<file path="src/rtl/pio_strobe_pkg.sv">
package pio_strobe_pkg;

    localparam int NIB_W   = 4;
    localparam int WORD_W  = 2 * NIB_W;
    localparam int N_SETS  = 4;
    localparam int SEL_W   = $clog2(N_SETS);
    localparam int SPAN_MAX = 1 << NIB_W;

    typedef enum logic [1:0] {
        PH_IDLE    = 2'd0,
        PH_ACTIVE  = 2'd1,
        PH_RECOVER = 2'd2,
        PH_DONE    = 2'd3
    } phase_e;

    typedef struct packed {
        logic [NIB_W-1:0] rec;
        logic [NIB_W-1:0] act;
    } tword_t;

    typedef struct packed {
        logic   is_read;
        tword_t tw;
    } access_t;

    // Set order: 0 drive0 data, 1 drive0 reg, 2 drive1 data, 3 drive1 reg
    function automatic logic [SEL_W-1:0] set_index(input logic drive, input logic data_cls);
        return {drive, ~data_cls};
    endfunction

endpackage

</file>
<file path="src/rtl/pio_timing_mux.sv">
module pio_timing_mux
    import pio_strobe_pkg::*;
(
    input  tword_t           tw_set [N_SETS],
    input  logic [SEL_W-1:0] sel,
    output tword_t           tw_sel
);

    always_comb begin
        tw_sel = tw_set[0];
        for (int i = 1; i < N_SETS; i++) begin
            if (sel == SEL_W'(i)) begin
                tw_sel = tw_set[i];
            end
        end
    end

endmodule

</file>
<file path="src/rtl/pio_phase_cnt.sv">
module pio_phase_cnt #(
    parameter int W = 4
) (
    input  logic         clk,
    input  logic         rst,
    input  logic         load,
    input  logic [W-1:0] load_val,
    input  logic         dec,
    output logic         zero
);

    logic [W-1:0] cnt_q;

    always_ff @(posedge clk) begin
        if (rst) begin
            cnt_q <= '0;
        end else if (load) begin
            cnt_q <= load_val;
        end else if (dec && (cnt_q != '0)) begin
            cnt_q <= cnt_q - 1'b1;
        end
    end

    assign zero = (cnt_q == '0);

endmodule

</file>
<file path="src/rtl/pio_strobe_gen.sv">
module pio_strobe_gen
    import pio_strobe_pkg::*;
(
    input  logic              clk,
    input  logic              rst,
    input  logic              start_i,
    input  logic              drive_i,
    input  logic              data_cls_i,
    input  logic              rd_nwr_i,
    input  logic [WORD_W-1:0] tw_d0_data_i,
    input  logic [WORD_W-1:0] tw_d0_reg_i,
    input  logic [WORD_W-1:0] tw_d1_data_i,
    input  logic [WORD_W-1:0] tw_d1_reg_i,
    output logic              rd_strobe_o,
    output logic              wr_strobe_o,
    output logic              busy_o,
    output logic              done_o
);

    tword_t  tw_set [N_SETS];
    tword_t  tw_sel;
    access_t acc_q;
    phase_e  phase_q, phase_d;
    logic    accept;
    logic    cnt_load, cnt_dec, cnt_zero;
    logic [NIB_W-1:0] cnt_val;

    assign tw_set[0] = tword_t'(tw_d0_data_i);
    assign tw_set[1] = tword_t'(tw_d0_reg_i);
    assign tw_set[2] = tword_t'(tw_d1_data_i);
    assign tw_set[3] = tword_t'(tw_d1_reg_i);

    pio_timing_mux i_mux (
        .tw_set (tw_set),
        .sel    (set_index(drive_i, data_cls_i)),
        .tw_sel (tw_sel)
    );

    assign accept = (phase_q == PH_IDLE) && start_i;

    always_ff @(posedge clk) begin
        if (rst) begin
            acc_q <= '0;
        end else if (accept) begin
            acc_q.is_read <= rd_nwr_i;
            acc_q.tw      <= tw_sel;
        end
    end

    assign cnt_load = accept || ((phase_q == PH_ACTIVE) && cnt_zero);
    assign cnt_val  = (phase_q == PH_IDLE) ? tw_sel.act : acc_q.tw.rec;
    assign cnt_dec  = (phase_q == PH_ACTIVE) || (phase_q == PH_RECOVER);

    pio_phase_cnt #(.W(NIB_W)) i_cnt (
        .clk      (clk),
        .rst      (rst),
        .load     (cnt_load),
        .load_val (cnt_val),
        .dec      (cnt_dec),
        .zero     (cnt_zero)
    );

    always_comb begin
        phase_d = phase_q;
        unique case (phase_q)
            PH_IDLE:    if (start_i)  phase_d = PH_ACTIVE;
            PH_ACTIVE:  if (cnt_zero) phase_d = PH_RECOVER;
            PH_RECOVER: if (cnt_zero) phase_d = PH_DONE;
            PH_DONE:                  phase_d = PH_IDLE;
            default:                  phase_d = PH_IDLE;
        endcase
    end

    always_ff @(posedge clk) begin
        if (rst) begin
            phase_q <= PH_IDLE;
        end else begin
            phase_q <= phase_d;
        end
    end

    assign rd_strobe_o = (phase_q == PH_ACTIVE) &&  acc_q.is_read;
    assign wr_strobe_o = (phase_q == PH_ACTIVE) && !acc_q.is_read;
    assign busy_o      = (phase_q != PH_IDLE);
    assign done_o      = (phase_q == PH_DONE);

endmodule

</file>
<file path="config.mk">
export PLATFORM = sky130hd
export DESIGN_NAME = pio_strobe_gen
export DESIGN_NICKNAME = d
export VERILOG_FILES = /design/src/rtl/pio_strobe_pkg.sv /design/src/rtl/pio_timing_mux.sv /design/src/rtl/pio_phase_cnt.sv /design/src/rtl/pio_strobe_gen.sv
export SDC_FILE = /design/constraint.sdc
export NUM_CORES = 1
export LEC_CHECK = 0
export CORE_ASPECT_RATIO = 1.4
export CORE_MARGIN = 5
export CORE_UTILIZATION = 43
export DETAILED_ROUTE_END_ITERATION = 8
export GPL_TIMING_DRIVEN = 0
export PLACE_DENSITY = 0.82
export SETUP_SLACK_MARGIN = 0.1
export SKIP_LAST_GASP = 1
export SYNTH_ARGS = -nofsm -noshare
export SYNTH_HDL_FRONTEND = slang
export SYNTH_SLANG_ARGS = --single-unit
</file>
<file path="constraint.sdc">
create_clock -name clk -period 2.7 [get_ports clk]
set_input_delay 0.405 -clock clk [delete_from_list [all_inputs] [get_ports clk]]
set_output_delay 0.405 -clock clk [all_outputs]
set_load 0.05 [all_outputs]
</file>
==> metrics.md, run 1 <==
| Metric | Value |
|---|---|
| Vias per std cell | `5.59` |
| MaxCap Viol Count | `0` |
| Setup tns final | `0 ns` |
| Area share of and/or/nand/nor cells after synthesis | `19.7%` |
| Switching share of power | `45.1%` |
| Slew HR | `67.0%` |
| Multiplexer share of the synthesized area | `21.4%` |
| Die area | `0.00302 mm2` |
| Reg-to-Reg End | `i_cnt.cnt_q[0]` |
| Complex-gate fraction of the synthesized area | `18.6%` |
| Root buf cell | `clkbuf_4` |
| DRC viols | `0` |
| Run status | `completed` |
| XOR/XNOR share of the synthesized area | `1.01%` |
| Peak supply drop | `0.000378 V` |
| Remaining Overflow, GRT | `0` |
| Worst Reg-to-Reg Cells | `7` |
| Initial antenna violation count | `0` |
| Cell leakage power | `0.000527 uW` |
| Global-route track usage on met1 | `15.4%` |
| Port Buffer Count | `40` |
| DRT Wirelength | `2240 um` |
| Tot Pwr | `1100 uW` |
| Latest clock arrival within the worst-skew pair | `0.26 ns` |
| I/O pins | `42` |
| TritonCTS Buffers | `3` |
| Worst hold start | `acc_q[4]` |
| FFs w/ async S/R, synth | `0%` |
| Final #Nets | `184` |
| Top Usage Layer GRT | `met2` |
| GP Congestion | `0.816` |
| Clk pwr share | `9.8%` |
| Wire per inst | `14.0 um` |
| Ant diodes | `0` |
| Die Ht | `63.0 um` |
| Syn_nets | `139` |
| Synth Warn # | `0` |
| Global-route wire length before repair | `3670 um` |
| Worst Path Buf+Inv | `4` |
| Number of enable flip-flop cells after synthesis | `0` |
| Mapped Area | `863 um2` |
| CTS tree | `yes` |
| Largest delay share family, worst path | `buffers and inverters` |
| Max-slew violation count | `0` |
| Worst EP required | `2.30 ns` |
| P_sw | `496 uW` |
| Worst Max-Slew Pin Slew | `0.493 ns` |
| Primary FF master, synth | `dfxtp_1` |
| Netlist cell types | `32` |
| Reg-to-reg setup timing slack | `0.87 ns` |
| M2 GR Usage | `30.8%` |
| Buffer count from post-CTS setup fixing | `0` |
| RSZ-0062 raised after global routing | `false` |
| Clock Skews | `0.00556 ns` |
| Htree depth | `1` |
| Post-CTS Resized | `0` |
| CTS max path bufs | `2` |
| Vias in the first global route | `921` |
| Drt first pass iters | `4` |
| Largest family of logic cells by synthesized area | `multiplexers` |
| Slowest stage cell on the critical path | `clkdlybuf4s50_1` |
| Min-Delay Path Class | `flip-flop to flip-flop` |
| Syn Area/Cell | `9.09 um2` |
| Achievable frequency | `400 MHz` |
| Largest net degree at the start of global routing | `11` |
| Core area | `0.00195 mm2` |
| Initial Util | `44.3%` |
| Met3 Track Usage GR | `1.44%` |
| Yosys reg bits | `11` |
| P per Cell Area | `835 mW/mm2` |
| Final Cycle Share | `92.7%` |
| Clock sinks | `11` |
| Std-Cell Rows | `19` |
| Cts hold-fix bufs | `0` |
| Seq/Total Area, Yosys | `25.5%` |
| Die Width | `47.9 um` |
| Final count of hold timing violations | `0` |
| Internal power | `603 uW` |
| CP startpoint kind | `flip-flop` |
| Sequential share of power | `24.1%` |
| Post-Synth Adder-Cell Area | `8.70%` |
| Hold depth | `2` |
| Gr usage total | `16.5%` |
| Critical path class | `flip-flop to output port` |
| Via Count | `894` |
| HPWL Detailed | `2020 um` |
| Area growth syn-to-layout | `52.5%` |
| Initial drt markers | `23` |
| Combinational group share of total power | `66.1%` |
| Final setup violation count | `0` |
| Post-route ant nets | `0` |
| Hold Path Sink | `acc_q[4]` |
| CP peak stage delay | `0.81 ns` |
| Clk slew on worst S/H paths | `0.07 ns` |
| Worst path cell trace | `inv_1 -> ha_1 -> buf_2 -> inv_2 -> clkdlybuf4s50_1` |
| Crit-path max FO | `10` |
| Worst Setup End Kind | `output port` |
| WP data arrival | `2.10 ns` |
| FF-to-FF Start | `phase_q[0]` |
| Share of layout cells above drive strength 1 | `12.9%` |
| Final Critical Period | `2.50 ns` |
| Mapped Cells | `95` |
[layer usage]
layer	up-vias	wire, um
met3	8	164
met5	-	0
met2	40	1260
met4	0	81
met1	406	731
li1	440	-
[stage by stage]
stage / util, % / cell area [um2] / hold WS (ns) / worst slack [ns] / instances
final: 67.5 / 1320 / 0.455 / 0.198 / 160
after global routing: 67.5 / 1320 / 0.473 / 0.118 / 160
after CTS: 67.5 / 1320 / 0.458 / 0.192 / 160
after detailed placement: 66.2 / 1290 / 0.450 / 0.491 / 156
after global placement: 66.2 / 1290 / 0.446 / 0.535 / 156
after floorplan: - / 863 / 0.437 / 0.944 / 95
[cells in the mapped netlist (2+ instances only)]
master	number	area (um2)
mux4_2	4	90.1
inv_1	5	18.8
nor2_1	5	18.8
nor2b_1	2	12.5
a21o_1	2	15.0
nand3_1	9	45.0
a211oi_1	5	37.5
dfxtp_1	11	220
a21oi_1	6	30.0
ha_1	6	75.1
mux2i_1	8	80.1
o22ai_1	4	25.0
nand2_1	8	30.0
buf_2	2	10.0
[flip-flops by register name, summed over array words and instances (netlist names)]
signal       count
phase_q          2
i_cnt.cnt_q      4
acc_q            5
[kinds of logic after synthesis]
family / count (synthesis)
xor+xnor: 1
simple gates: 31
flops: 11
buf+inv: 10
mux: 13
compound gates: 23
fa+ha+maj: 6
[layout by cell type, fill, tap and decap left out, types with 2 or more instances in the layout]
master	n
clkdlybuf4s50_1	40
dfxtp_1	11
nand3_1	9
nand2_1	8
mux2i_1	8
a21oi_1	6
ha_1	6
inv_1	5
nor2_1	5
a211oi_1	5
mux4_2	4
o22ai_1	4
clkbuf_4	3
buf_2	2
nor2b_1	2
clkbuf_1	2
a21o_1	2
[worst reg2reg max path, cell delays in order (launching register included)]
cell and delay (ns):
dfxtp_1 0.37, inv_1 0.10, ha_1 0.24, buf_2 0.19, nand2_2 0.16, a21boi_2 0.35, a211oi_1 0.09, a211oi_1 0.22
[cell type report]
type | count | area [um2]
buffer | 4 | 21.3
clock buffer | 4 | 26.3
fill | 173 | 633
inverter | 6 | 22.5
multi-input combinational | 74 | 599
sequential | 11 | 220
tap | 21 | 26.3
timing repair buffer | 40 | 400
[worst max path at each step]
stage | start | endpoint | slack [ns] | depth (start not counted)
after floorplan | phase_q[1] | wr_strobe_o | 0.94 | 3
after global routing | phase_q[0] | busy_o | 0.12 | 5
after detailed placement | phase_q[0] | busy_o | 0.49 | 5
final | phase_q[0] | busy_o | 0.20 | 5
after global placement | phase_q[0] | busy_o | 0.54 | 5
after CTS | phase_q[0] | busy_o | 0.19 | 5
[power by group through the flow]
stage               clock, uW  sequential [uW]  combinational, uW
floorplan                   0              258                536
global placement            0              264                705
detailed placement          0              270                729
CTS                       111              266                734
global route              126              274                800
finish                    108              265                726
Note: power is estimated with default switching activity, not from simulation.
==> run 2, diff against run 1 <==
Settings changed: CAP_MARGIN set to 10, CELL_PAD_IN_SITES_DETAIL_PLACEMENT set to 1, CELL_PAD_IN_SITES_GLOBAL_PLACEMENT set to 1, CORE_UTILIZATION 43 to 31, PLACE_DENSITY 0.82 to 0.83.
Clock period 2.7 ns to 3 ns, I/O delays scaled along.
==> run 2 against run 1 <==
Global-route usage decreased by 1.7 points. Critical path depth is the same. Utilization is 17 points lower. Setup slack better by 0.27 ns. Cell count rose by 9.4%. Via count is 2.9% higher. Worst hold slack better by 0.0064 ns. Final area is 1.4% higher. Register-to-register slack improved by 0.29 ns. Sequential cell count did not move. Clock skew decreased by 0.0011 ns. Largest power group unchanged. First-iteration DRC count shrank 100%. Largest cell class unchanged.
==> metrics.md, run 2 (synthesis results as in run 1) <==
| Metric | Value |
|---|---|
| Reg-to-Reg End | `i_cnt.cnt_q[3]` |
| Worst path cell trace | `inv_1 -> ha_1 -> buf_2 -> inv_2 -> clkdlybuf4s50_1` |
| GP Congestion | `0.816 (about the same)` |
| WP data arrival | `2.09 ns (about the same)` |
| Run status | `completed` |
| Vias per std cell | `5.26 (-5.9%)` |
| Wire per inst | `14.3 um (+2.4%)` |
| Clock sinks | `11 (unchanged)` |
| Htree depth | `1 (unchanged)` |
| Critical path class | `flip-flop to output port` |
| Crit-path max FO | `10 (unchanged)` |
| P per Cell Area | `757 mW/mm2 (-9.4%)` |
| MaxCap Viol Count | `0 (unchanged)` |
| Final count of hold timing violations | `0 (unchanged)` |
| Std-Cell Rows | `22 (+3)` |
| CP Depth | `5 (unchanged)` |
| Final Critical Period | `2.54 ns` |
| Most frequent cells in the layout | `clkdlybuf4s50_1, dfxtp_1, nand3_1, nand2_1, mux2i_1` |
| Area growth syn-to-layout | `54.6%` |
| DRC viols | `0 (unchanged)` |
| Global-route wire length before repair | `4300 um (+17%)` |
| Max-slew violation count | `0 (unchanged)` |
| Worst Setup End Kind | `output port` |
| Worst Setup SP | `phase_q[0]` |
| Largest net degree at the start of global routing | `11 (unchanged)` |
| CTS max path bufs | `2 (unchanged)` |
| Fin cells | `175 (+9.4%)` |
| Root buf cell | `clkbuf_4` |
| Final #Nets | `184 (unchanged)` |
| Met3 Track Usage GR | `4.93% (+3.5 points)` |
| Clk slew on worst S/H paths | `0.08 ns (about the same)` |
| Ant diodes | `0 (unchanged)` |
| Die Ht | `72.4 um (+15%)` |
| Cts hold-fix bufs | `0 (unchanged)` |
| Setup tns final | `0 ns (unchanged)` |
| Remaining Overflow, GRT | `0 (unchanged)` |
| Worst EP required | `2.55 ns (+0.25 ns)` |
| RSZ-0062 raised after global routing | `false` |
| Die Width | `54.6 um (+14%)` |
| Latest clock arrival within the worst-skew pair | `0.28 ns (+0.02 ns)` |
| Dpl cells | `171 (+9.6%)` |
| Reg-to-reg setup timing slack | `1.16 ns (+0.29 ns)` |
| Slowest stage cell on the critical path | `clkdlybuf4s50_1` |
| Initial antenna violation count | `0 (unchanged)` |
| Slew HR | `65.6% (-1.4 points)` |
| Post-CTS Resized | `0 (unchanged)` |
| M2 GR Usage | `23.7% (-7.1 points)` |
| CP endpoint | `busy_o` |
| Most flop-heavy register | `acc_q` |
| Worst Max-Slew Pin Slew | `0.515 ns (+0.0216 ns)` |
| Largest delay share family, worst path | `buffers and inverters` |
| Drt first pass iters | `1 (-3)` |
| TritonCTS Buffers | `3 (unchanged)` |
| Initial Util | `32.7% (-12 points)` |
| Top Usage Layer GRT | `met2` |
| HPWL Detailed | `2170 um (+7.4%)` |
| Die area | `0.00396 mm2 (+31%)` |
| Share of layout cells above drive strength 1 | `12.9% (unchanged)` |
| DRT Wirelength | `2510 um (+12%)` |
| Vias in the first global route | `1005 (+9.1%)` |
| Via Count | `920 (+2.9%)` |
| Worst Path Buf+Inv | `4 (unchanged)` |
| Gr usage total | `14.8% (-1.7 points)` |
| Core area | `0.00264 mm2 (+36%)` |
| Clock Skews | `0.00441 ns (-0.00115 ns)` |
| I/O pins | `42 (unchanged)` |
| Commonest non-fill, non-tap cell in the layout | `clkdlybuf4s50_1` |
| CP peak stage delay | `0.82 ns (about the same)` |
| Post-route ant nets | `0 (unchanged)` |
| CTS tree | `yes` |
| Core Util, Final | `50.5% (-17 points)` |
| FF-to-FF Start | `phase_q[0]` |
| Worst Reg-to-Reg Cells | `7 (unchanged)` |
| Buffer count from post-CTS setup fixing | `0 (unchanged)` |
| CP startpoint kind | `flip-flop` |
| Port Buffer Count | `40 (unchanged)` |
| Peak supply drop | `0.000293 V (-22%)` |
| Cell leakage power | `0.000527 uW (unchanged)` |
| Final Cycle Share | `84.5%` |
| Biggest registers after layout | `acc_q x5, i_cnt.cnt_q x4, phase_q x2` |
| Final setup violation count | `0 (unchanged)` |
| Global-route track usage on met1 | `15.2% (-0.21 points)` |
| Min-Delay Path Class | `flip-flop to flip-flop` |
| Max FFs per register | `5 (unchanged)` |
| Initial drt markers | `0 (-100%)` |
| Achievable frequency | `394 MHz` |
## run 2: worst min-delay path by stage
stage / slack [ns] / startpoint / to / depth (start not counted)
2_1_floorplan: 0.44 / acc_q[6] / acc_q[6] / 2
3_3_place_gp: 0.45 / acc_q[7] / acc_q[7] / 2
3_5_place_dp: 0.45 / acc_q[6] / acc_q[6] / 2
4_1_cts: 0.47 / acc_q[6] / acc_q[6] / 2
5_1_grt: 0.49 / acc_q[6] / acc_q[6] / 2
6_report: 0.46 / acc_q[6] / acc_q[6] / 2
## run 2: area by class of cell
cell class                 count  area (um2)
buffer                         4        21.3
clock buffer                   4        26.3
fill                         337        1310
inverter                       6        22.5
multi-input combinational     74         599
sequential                    11         220
tap                           36        45.0
timing repair buffer          40         400
## run 2: power by group
group	internal, uW	total [uW]	switching [uW]
sequential	196	241	45.5
clock	51.6	110	58.2
combinational	297	659	363
total	544	1010	466
## run 2: per-layer routing
metal	part of all wire, %	wire (um)
met1	38	953
met5	0	0
met2	48	1200
met4	4.6	115
met3	9.6	241
## run 2: stage by stage
| stage | power, uW | area [um2] | hold slack, ns | worst slack, ns |
|---|---|---|---|---|
| after floorplan | 715 | 863 | 0.437 | 1.20 |
| after global placement | 885 | 1310 | 0.447 | 0.775 |
| after detailed placement | 904 | 1310 | 0.451 | 0.761 |
| after CTS | 1020 | 1340 | 0.465 | 0.438 |
| after global routing | 1090 | 1340 | 0.485 | 0.351 |
| final | 1010 | 1340 | 0.461 | 0.464 |
## run 2: tightest hold or removal path, delay by kind of cell (launching register included)
kind	cells	cell delay (ns)
flip-flops	1	0.32
AND/OR/NAND/NOR	1	0.05
AO/OA/AOI/OAI	1	0.05
==> run 3, diff against run 2 <==
Settings changed: CORE_UTILIZATION 31 to 26, PLACE_DENSITY 0.83 to 0.74.
Clock period 3 ns to 2.25 ns, I/O delays scaled along.
==> run 3 against run 2 <==
Non-clock buffer count stayed put. Die area increased by 16%. Power grew 38%. Cell count increased by 1.7%.
==> metrics.md, run 3 (synthesis results as in run 1) <==
| Metric | Value |
|---|---|
| Worst path cell trace | `inv_1 -> ha_1 -> nor2b_1 -> dlygate4sd2_1` |
| Max FFs per register | `5 (unchanged)` |
| Worst Max-Slew Pin Slew | `0.504 ns (-0.0106 ns)` |
| Seq. cell area | `220 um2 (unchanged)` |
| Reg-to-Reg End | `i_cnt.cnt_q[2]` |
| Clock sinks | `11 (unchanged)` |
| Area after DPL | `0.00131 mm2 (+0.29%)` |
| Slew HR | `66.3% (+0.71 points)` |
| Latest clock arrival within the worst-skew pair | `0.24 ns (-0.04 ns)` |
| Core area | `0.00315 mm2 (+19%)` |
| Hold depth | `2 (unchanged)` |
| Die Width | `58.7 um (+7.5%)` |
| Final Critical Period | `2.00 ns` |
| Clk slew on worst S/H paths | `0.05 ns (-0.03 ns)` |
| Initial antenna violation count | `0 (unchanged)` |
| Slowest stage cell on the critical path | `dlygate4sd2_1` |
| Vias per std cell | `5.04 (-4.0%)` |
| Peak supply drop | `0.000386 V (+32%)` |
| Worst EP required | `1.91 ns (-0.64 ns)` |
| Worst hold start | `acc_q[4]` |
| Final count of hold timing violations | `0 (unchanged)` |
| Most frequent cells in the layout | `clkdlybuf4s50_1, dfxtp_1, nand3_1, nand2_1, mux2i_1` |
| Via Count | `898 (-2.4%)` |
| DRC viols | `0 (unchanged)` |
| P per Cell Area | `1040 mW/mm2 (+37%)` |
| Drt first pass iters | `3 (+2)` |
| Final Cycle Share | `88.8%` |
| WP data arrival | `1.66 ns (-0.43 ns)` |
| Post-route ant nets | `0 (unchanged)` |
| Achievable frequency | `500 MHz` |
| HPWL Detailed | `2380 um (+9.6%)` |
| MaxCap Viol Count | `0 (unchanged)` |
| # fillers | `388 (+15%)` |
| Ant diodes | `0 (unchanged)` |
| I/O pins | `42 (unchanged)` |
| Initial Util | `27.4% (-5.3 points)` |
| Dpl ws | `0.0714 ns (-0.689 ns)` |
| Die Ht | `78.2 um (+7.9%)` |
| Most flop-heavy register | `acc_q` |
| Crit-path max FO | `5 (-5)` |
| CTS max path bufs | `2 (unchanged)` |
| Root buf cell | `clkbuf_8` |
| Largest net degree at the start of global routing | `11 (unchanged)` |
| Min Hold Slack | `0.460 ns (-0.00118 ns)` |
| Critical path class | `flip-flop to output port` |
| Worst Reg-to-Reg Cells | `7 (unchanged)` |
| Port Buffer Count | `40 (unchanged)` |
| Global-route wire length before repair | `4490 um (+4.5%)` |
| Final #Nets | `184 (unchanged)` |
| Run status | `completed` |
| Worst Path Buf+Inv | `2 (-2)` |
| Die area | `0.00459 mm2 (+16%)` |
| Biggest registers after layout | `acc_q x5, i_cnt.cnt_q x4, phase_q x2` |
| CP peak stage delay | `0.54 ns (-0.28 ns)` |
| Area growth syn-to-layout | `56.4%` |
| GP Congestion | `0.679 (-17%)` |
| Commonest non-fill, non-tap cell in the layout | `clkdlybuf4s50_1` |
| Min-Delay Path Class | `flip-flop to flip-flop` |
| TritonCTS Buffers | `3 (unchanged)` |
| FF-to-FF Start | `phase_q[1]` |
| CP startpoint kind | `flip-flop` |
| Std-Cell Rows | `24 (+9.1%)` |
| Final setup violation count | `0 (unchanged)` |
| Initial drt markers | `2 (+2)` |
| Cell leakage power | `0.000543 uW (+3.1%)` |
| Setup tns final | `0 ns (unchanged)` |
| Hold Path Sink | `acc_q[4]` |
| DRT Wirelength | `2650 um (+5.5%)` |
| Htree depth | `1 (unchanged)` |
| Clock Skews | `0.00136 ns (-0.00305 ns)` |
| Post-route cell area | `0.00135 mm2 (+1.1%)` |
| Reg-to-reg setup timing slack | `0.40 ns (-0.76 ns)` |
| Area of the multi-input gates | `599 um2 (unchanged)` |
| Wire per inst | `14.9 um (+3.7%)` |
| Vias in the first global route | `1039 (+3.4%)` |
| Worst Setup End Kind | `output port` |
| Max-slew violation count | `0 (unchanged)` |
| Gr usage total | `12.5% (-2.3 points)` |
| CTS tree | `yes` |
| Share of layout cells above drive strength 1 | `13.7% (+0.72 points)` |
| Remaining Overflow, GRT | `0 (unchanged)` |
| Final WS setup | `0.251 ns (-0.213 ns)` |
| Largest delay share family, worst path | `buffers and inverters` |
| RSZ-0062 raised after global routing | `false` |
## run 3: worst max path at each step
stage | startpoint | endpoint | slack, ns | cells past startpoint
after floorplan | phase_q[1] | wr_strobe_o | 0.56 | 3
after global placement | phase_q[0] | busy_o | 0.12 | 5
after detailed placement | phase_q[0] | busy_o | 0.07 | 5
after CTS | phase_q[0] | busy_o | 0.08 | 5
after global routing | phase_q[1] | wr_strobe_o | 0.13 | 4
final | phase_q[1] | wr_strobe_o | 0.25 | 4
## run 3: power by group
| part | switching [uW] | internal [uW] |
|---|---|---|
| clock network | 76.9 | 125 |
| logic | 498 | 378 |
| registers | 58.9 | 262 |
## run 3: final cells by class
type / instances / share of cell area, %
buffer: 4 / 1.58
clock buffer: 4 / 3.34
inverter: 6 / 1.67
multi-input combinational: 74 / 44.4
sequential: 11 / 16.3
tap: 39 / 3.61
timing repair buffer: 40 / 29.1
## run 3: routing by layer
metal  part of all wire (%)  vias up  GRT usage [%]
met5                      0        -              0
met4                   0.94        0           4.76
met3                    8.3        3           3.94
met2                     55       40           24.5
met1                     35      418           11.4
li1                       -      437              -
## run 3: worst register-to-register path, cell delays in order (launching register included)
cell and delay, ns:
dfxtp_1 0.38, inv_1 0.10, ha_1 0.23, buf_2 0.19, nand2_2 0.16, a21boi_2 0.36, a41oi_1 0.10, a211oi_1 0.24
## run 3: timing repair
action / in CTS / in global routing
setup buffers: 0 / 0
setup endpoints to repair: 3 / 1
resized for setup: 3 / 2
hold buffers: 0 / 0
## run 3: metrics by stage
stage,power [uW],std cells,util [%]
6_report,1400,178,42.8
5_1_grt,1520,178,42.8
4_1_cts,1420,178,42.9
3_5_place_dp,1230,174,41.6
3_3_place_gp,1180,174,41.6
2_1_floorplan,954,95,-
